===== src/rtl/iso_filt_pkg.sv =====
package iso_filt_pkg;
  typedef struct packed {
    logic fwd;       // present current input beat downstream
    logic firstPay;  // current forwarded beat is the first payload beat
    logic dropInc;   // a header on an unsubscribed channel was consumed
  } filtStrb_t;
endpackage


===== src/rtl/iso_filt_ctrl.sv =====
module iso_filt_ctrl
  import iso_filt_pkg::*;
(
  input  logic      clk,
  input  logic      rstN,
  input  logic      inValid,
  input  logic      inSop,
  input  logic      inEop,
  input  logic      subBit,
  input  logic      outReady,
  output logic      inReady,
  output filtStrb_t strb
);
  logic inPkt;
  logic keep;
  logic firstQ;
  logic payBeat;
  logic beat;

  assign payBeat = inValid && inPkt && keep && !inSop;
  assign inReady = payBeat ? outReady : 1'b1;
  assign beat    = inValid && inReady;

  always_comb begin
    strb          = '0;
    strb.fwd      = payBeat;
    strb.firstPay = payBeat && firstQ;
    strb.dropInc  = beat && inSop && !subBit;
  end

  always_ff @(posedge clk) begin
    if (!rstN) begin
      inPkt  <= 1'b0;
      keep   <= 1'b0;
      firstQ <= 1'b0;
    end else if (beat) begin
      if (inSop) begin
        inPkt  <= !inEop;
        keep   <= subBit;
        firstQ <= 1'b1;
      end else if (inPkt) begin
        firstQ <= 1'b0;
        if (inEop) inPkt <= 1'b0;
      end
    end
  end


  hdr_rdy_chk: assert property (@(posedge clk) disable iff (!rstN)
    (inValid && inSop) |-> inReady);


  stall_src_chk: assert property (@(posedge clk) disable iff (!rstN)
    (inValid && !inReady) |-> (!outReady && keep && inPkt));


  drop_quiet_chk: assert property (@(posedge clk) disable iff (!rstN)
    (inPkt && !keep) |-> !strb.fwd);
endmodule


===== src/rtl/iso_filt_dp.sv =====
module iso_filt_dp
  import iso_filt_pkg::*;
#(
  parameter int DATA_W = 32,
  parameter int CH_W   = 6,
  parameter int REG_W  = 32,
  parameter int CNT_W  = 16,
  parameter int ADDR_W = 2
) (
  input  logic              clk,
  input  logic              rstN,
  input  logic [DATA_W-1:0] inData,
  input  logic              inEop,
  input  filtStrb_t         strb,
  input  logic              regWrEn,
  input  logic [ADDR_W-1:0] regAddr,
  input  logic [REG_W-1:0]  regWrData,
  output logic              subBit,
  output logic              outValid,
  output logic [DATA_W-1:0] outData,
  output logic              outSop,
  output logic              outEop,
  output logic [REG_W-1:0]  regRdData
);
  localparam int NUM_CH     = 1 << CH_W;
  localparam int MASK_WORDS = NUM_CH / REG_W;
  localparam logic [CNT_W-1:0] CNT_MAX = '1;

  logic [NUM_CH-1:0] maskQ;
  logic [CNT_W-1:0]  dropCnt;

  for (genvar w = 0; w < MASK_WORDS; w++) begin : g_maskWord
    always_ff @(posedge clk) begin
      if (!rstN)
        maskQ[w*REG_W +: REG_W] <= '0;
      else if (regWrEn && regAddr == ADDR_W'(w))
        maskQ[w*REG_W +: REG_W] <= regWrData;
    end
  end

  always_ff @(posedge clk) begin
    if (!rstN)
      dropCnt <= '0;
    else if (strb.dropInc && dropCnt != CNT_MAX)
      dropCnt <= dropCnt + 1'b1;
  end

  assign subBit   = maskQ[inData[CH_W-1:0]];
  assign outValid = strb.fwd;
  assign outData  = inData;
  assign outSop   = strb.firstPay;
  assign outEop   = strb.fwd && inEop;

  always_comb begin
    regRdData = '0;
    for (int w = 0; w < MASK_WORDS; w++)
      if (regAddr == ADDR_W'(w)) regRdData = maskQ[w*REG_W +: REG_W];
    if (regAddr == ADDR_W'(MASK_WORDS)) regRdData[CNT_W-1:0] = dropCnt;
  end


  mask_wr_chk: assert property (@(posedge clk) disable iff (!rstN)
    (regWrEn && regAddr == '0) |=> (maskQ[REG_W-1:0] == $past(regWrData)));


  cnt_step_chk: assert property (@(posedge clk) disable iff (!rstN)
    ##1 ((dropCnt == $past(dropCnt)) || (dropCnt == $past(dropCnt) + 1'b1)));


  cnt_sat_chk: assert property (@(posedge clk) disable iff (!rstN)
    (dropCnt == CNT_MAX) |=> (dropCnt == CNT_MAX));
endmodule


===== src/rtl/iso_chan_filter.sv =====
module iso_chan_filter
  import iso_filt_pkg::*;
#(
  parameter int DATA_W = 32,
  parameter int CH_W   = 6,
  parameter int REG_W  = 32,
  parameter int CNT_W  = 16,
  parameter int ADDR_W = 2
) (
  input  logic              clk,
  input  logic              rstN,
  input  logic              inValid,
  output logic              inReady,
  input  logic [DATA_W-1:0] inData,
  input  logic              inSop,
  input  logic              inEop,
  output logic              outValid,
  input  logic              outReady,
  output logic [DATA_W-1:0] outData,
  output logic              outSop,
  output logic              outEop,
  input  logic              regWrEn,
  input  logic [ADDR_W-1:0] regAddr,
  input  logic [REG_W-1:0]  regWrData,
  output logic [REG_W-1:0]  regRdData
);
  filtStrb_t strb;
  logic      subBit;

  iso_filt_ctrl u_ctrl (
    .clk(clk), .rstN(rstN), .inValid(inValid), .inSop(inSop), .inEop(inEop),
    .subBit(subBit), .outReady(outReady), .inReady(inReady), .strb(strb)
  );

  iso_filt_dp #(
    .DATA_W(DATA_W), .CH_W(CH_W), .REG_W(REG_W), .CNT_W(CNT_W), .ADDR_W(ADDR_W)
  ) u_dp (
    .clk(clk), .rstN(rstN), .inData(inData), .inEop(inEop), .strb(strb),
    .regWrEn(regWrEn), .regAddr(regAddr), .regWrData(regWrData),
    .subBit(subBit), .outValid(outValid), .outData(outData), .outSop(outSop),
    .outEop(outEop), .regRdData(regRdData)
  );
endmodule


===== config.mk =====
export PLATFORM = sky130hd
export DESIGN_NAME = iso_chan_filter
export DESIGN_NICKNAME = d
export VERILOG_FILES = /design/src/rtl/iso_filt_pkg.sv /design/src/rtl/iso_filt_ctrl.sv /design/src/rtl/iso_filt_dp.sv /design/src/rtl/iso_chan_filter.sv
export SDC_FILE = /design/constraint.sdc
export NUM_CORES = 1
export LEC_CHECK = 0
export BUFFER_PORTS_ARGS = -buffer_cell sky130_fd_sc_hd__buf_2
export CELL_PAD_IN_SITES_DETAIL_PLACEMENT = 0
export CELL_PAD_IN_SITES_GLOBAL_PLACEMENT = 1
export CORE_UTILIZATION = 35
export CTS_BUF_LIST = sky130_fd_sc_hd__clkbuf_2
export DETAILED_ROUTE_END_ITERATION = 16
export PLACE_DENSITY = 0.9
export SYNTH_ARGS = -nofsm -noshare
export SYNTH_HDL_FRONTEND = slang
export SYNTH_SLANG_ARGS = --single-unit

===== constraint.sdc =====
create_clock -name clk -period 2.1 [get_ports clk]
set_input_delay 0 -clock clk [delete_from_list [all_inputs] [get_ports clk]]
set_output_delay 0 -clock clk [all_outputs]
set_load 0.01 [all_outputs]

==> flow_metrics.env <==
export IMPL_worstPathArrival_ns=2.67
export IMPL_syn_nets=655
export IMPL_crit_fanout=6
export IMPL_muxShareOfSynthArea_pct=17.4
export IMPL_max_cap_violations=0
export IMPL_seq_area_um2=1670
export IMPL_crit_type="reg2reg"
export IMPL_maxSlewViolCount=0
export IMPL_chipWidth_um=117
export IMPL_numCtsBuffers=9
export IMPL_fillCellCount=1277
export IMPL_ir_drop_v=0.000264
export IMPL_synth_simple_area_share_pct=24.1
export IMPL_multi_input_area_um2=2620
export IMPL_viasPerCell=5.12
export IMPL_yosysSeqAreaShare_pct=36.1
export IMPL_max_clock_path_buffers=2
export IMPL_antenna_left=0
export IMPL_whs_path_depth=0
export IMPL_cp_start_kind="flip-flop"
export IMPL_power_switching_mw=0.883
export IMPL_first_pass_iters=5
export IMPL_seqPwrFrac_pct=52.1
export IMPL_cts_sinks=83
export IMPL_power_leakage_nw=2.60
export IMPL_ff2ff_setup_slack_ns=-0.10
export IMPL_p_per_area_nw_per_um2=521
export IMPL_first_global_vias=4389
export IMPL_yosysMostFrequentCell="nand2_1"
export IMPL_start_util_pct=36.1
export IMPL_rr_worst_depth=9
export IMPL_insertion_delay_ns=0.56
export IMPL_hold_path_class="in2out"
export IMPL_synthArstFlopShare_pct=0
export IMPL_place_ws_ns=-0.188
export IMPL_synth_compound_area_share_pct=11.6
export IMPL_syn_cell_area_um2=4600
export IMPL_period_minus_slack_ns=2.20
export IMPL_cp_slowest_stage_delay_ns=0.47
export IMPL_finalSetupViolCount=15
export IMPL_synthAdderAreaFrac_pct=0.272
export IMPL_fin_area_um2=6120
export IMPL_htreeDepth=3
export IMPL_synth_enable_flop_cells=0
export IMPL_dieArea_um2=13600
export IMPL_ys_top_cells_by_count="nand2_1 (161), dfxtp_1 (83), a21oi_1 (70), mux2i_1 (49)"
export IMPL_synth_seq_cells=83
export IMPL_syn_inst=581
export IMPL_io_buffers=88
export IMPL_core_area_um2=12700
export IMPL_crit_chain="mux4_2 -> mux2_4 -> mux2i_4 -> a221oi_4 -> nor3_4 -> buf_4 -> buf_6 -> a21o_1 -> a21oi_1"
export IMPL_place_area_um2=5380
export IMPL_synth_cell_types=39
export IMPL_tightest_slew_ns=1.30
export IMPL_rows=41
export IMPL_drcViolationCount=0
export IMPL_worstPathRequired_ns=2.56
export IMPL_setup_slack_ns=-0.104
export IMPL_routed_wl_mm=13.8
export IMPL_clockRootBuffer="clkbuf_2"
export IMPL_total_power_mw=3.19
export IMPL_clkTransAtPathRegs_ns=0.23
export IMPL_max_freq_mhz=454
export IMPL_place_congestion=0.877
export IMPL_area_growth_pct=33.0
export IMPL_antenna_found_initial=1
export IMPL_fin_crit_sh_pct=105
export IMPL_grt_pass1_wl_mm=21.3
export IMPL_hold_start="inData[24]"
export IMPL_layoutNonFillerInstCount=901
export IMPL_die_h_um=117
export IMPL_rr_startpoint="u_dp.maskQ[60]$_SDFFE_PN0P_"
export IMPL_layout_drive_gt1_share_pct=29.7
export IMPL_ys_warn_count=0
export IMPL_synth_top_family_by_area="simple AND/OR/NAND/NOR gates"
export IMPL_whs_endpoint="outData[24]"
export IMPL_status="complete, but fails checks"
export IMPL_slowest_stage="mux4_2"
export IMPL_end_kind="flip-flop"
export IMPL_yosysTopAreaCellShare_pct=36.1
export IMPL_placed_cells=838
export IMPL_swShare_pct=27.7
export IMPL_clkPwrFrac_pct=30.4
export IMPL_io_pins=141
export IMPL_fin_skew_ns=0.0182
export IMPL_postLayoutCoreUtil_pct=48.1
export IMPL_grt_setup_unrepaired="yes"
export IMPL_worstReg2RegEnd="u_dp.dropCnt[5]$_SDFFE_PN0P_"
export IMPL_pwr_share_comb_pct=17.6
export IMPL_violations="negative setup slack"
export IMPL_synth_area_leaders="dfxtp_1 (36%), nand2_1 (13%), mux2i_1 (11%)"
export IMPL_synth_avg_cell_area_um2=7.91
export IMPL_gr_usage_all_layers_pct=20.6
export IMPL_place_hpwl_mm=9.81
export IMPL_wl_per_cell_um=15.3
export IMPL_cts_tree="done"
export IMPL_grt_ovfl_total=0
export IMPL_nNetsFinal=797
export IMPL_internal_power_mw=2.30
export IMPL_synth_flop_cell="dfxtp_1"
export IMPL_grt_max_degree=42
export IMPL_vias=4615
export IMPL_synth_top_area_cell="dfxtp_1"
export IMPL_synth_xor_area_share_pct=0.953
export IMPL_finalHoldViolations=0
export IMPL_drt_initial_drc_count=290
export IMPL_maxSlewHeadroom_pct=13.5
## critical path: cells and delay by family, from the launching register on
family / cells / cell delay (ns)
multiplexers: 3 / 0.95
buffers and inverters: 2 / 0.27
flip-flops: 1 / 0.37
AO/OA/AOI/OAI: 3 / 0.32
AND/OR/NAND/NOR: 1 / 0.20
## per-layer routing
metal / vias to the layer above / wire [µm] / track usage, %
met2: 172 / 6730 / 34.3
met4: 0 / 366 / 8.69
met5: - / 0 / 0
met1: 2189 / 5840 / 25.9
met3: 32 / 874 / 4.10
li1: 2222 / - / -
## power by group through the flow
stage | registers [mW] | logic (mW) | clock network (mW)
after floorplan | 1.68 | 0.317 | 0
after global placement | 1.68 | 0.455 | 0
after detailed placement | 1.69 | 0.464 | 0
after CTS | 1.66 | 0.548 | 0.985
after global routing | 1.67 | 0.608 | 1.06
final | 1.66 | 0.560 | 0.968
## logic make-up after synthesis
family                     Yosys count
adders and majority gates            1
xor gates and xnor gates             5
muxes                               64
DFF                                 83
buffers and inverters               77
AOI/OAI and AO/OA                   99
and+or+nand+nor                    252
## what timing repair did
action / CTS / global route
hold endpoints to repair: 74 / 0
resized for setup: 25 / 10
endpoints found under the setup margin: 15 / 16
gates cloned: 1 / 0
buffers inserted: 3 / 1
pin swaps: 7 / 11
hold buffers: 41 / 0
## worst max path at each step
stage | from | to | depth (start not counted)
global route | u_dp.maskQ[46]$_SDFFE_PN0P_ | u_dp.dropCnt[8]$_SDFFE_PN0P_ | 7
finish | u_dp.maskQ[60]$_SDFFE_PN0P_ | u_dp.dropCnt[5]$_SDFFE_PN0P_ | 9
floorplan | u_dp.maskQ[45]$_SDFFE_PN0P_ | u_dp.dropCnt[1]$_SDFFE_PN0P_ | 8
detailed placement | inData[1] | u_dp.dropCnt[4]$_SDFFE_PN0P_ | 9
CTS | u_dp.maskQ[46]$_SDFFE_PN0P_ | u_dp.dropCnt[14]$_SDFFE_PN0P_ | 7
global placement | inData[1] | u_dp.dropCnt[4]$_SDFFE_PN0P_ | 9
## state kept, by name, summed over array words and instances (netlist names)
signal	flops
u_ctrl.inPkt	1
u_dp.maskQ	64
u_ctrl.firstQ	1
u_ctrl.keep	1
u_dp.dropCnt	16
## through the flow
| stage | TNS (ns) | hold WS [ns] |
|---|---|---|
| 2_1_floorplan | 0 | 0.0661 |
| 3_3_place_gp | -0.875 | 0.0000686 |
| 3_5_place_dp | -1.51 | 0.0000686 |
| 4_1_cts | -0.212 | 0.0000686 |
| 5_1_grt | -2.37 | 0.0000182 |
| 6_report | -0.802 | 0.00000390 |
## placed cells by master (no fill, tap or decap), drive strengths merged, types with 2 or more instances in the layout
| master | instances |
|---|---|
| mux2i | 49 |
| or3 | 2 |
| nor2 | 33 |
| nor4 | 5 |
| nand3b | 4 |
| mux4 | 12 |
| and2 | 3 |
| a21oi | 70 |
| nand3 | 11 |
| dfxtp | 83 |
| buf | 162 |
| inv | 6 |
| nand2b | 9 |
| nor3 | 4 |
| nand4 | 8 |
| o21ai | 19 |
| clkbuf | 10 |
| a21o | 3 |
| mux2 | 3 |
| dlygate4sd3 | 41 |
| nor3b | 3 |
| xnor2 | 5 |
| nand2 | 161 |
| bufinv | 2 |
| nor2b | 5 |
| clkinv | 2 |
| a22oi | 2 |
## cell type report
class	instances	share of cell area, %
well taps	172	3.52
inverters	5	0.307
multi-input cells	421	42.8
clock inverters	6	1.45
clock buffers	10	0.818
repair buffers	203	23.7
diodes	1	0.0409
flip-flops and latches	83	27.3
No activity file was read; power rests on OpenSTA's default activity.
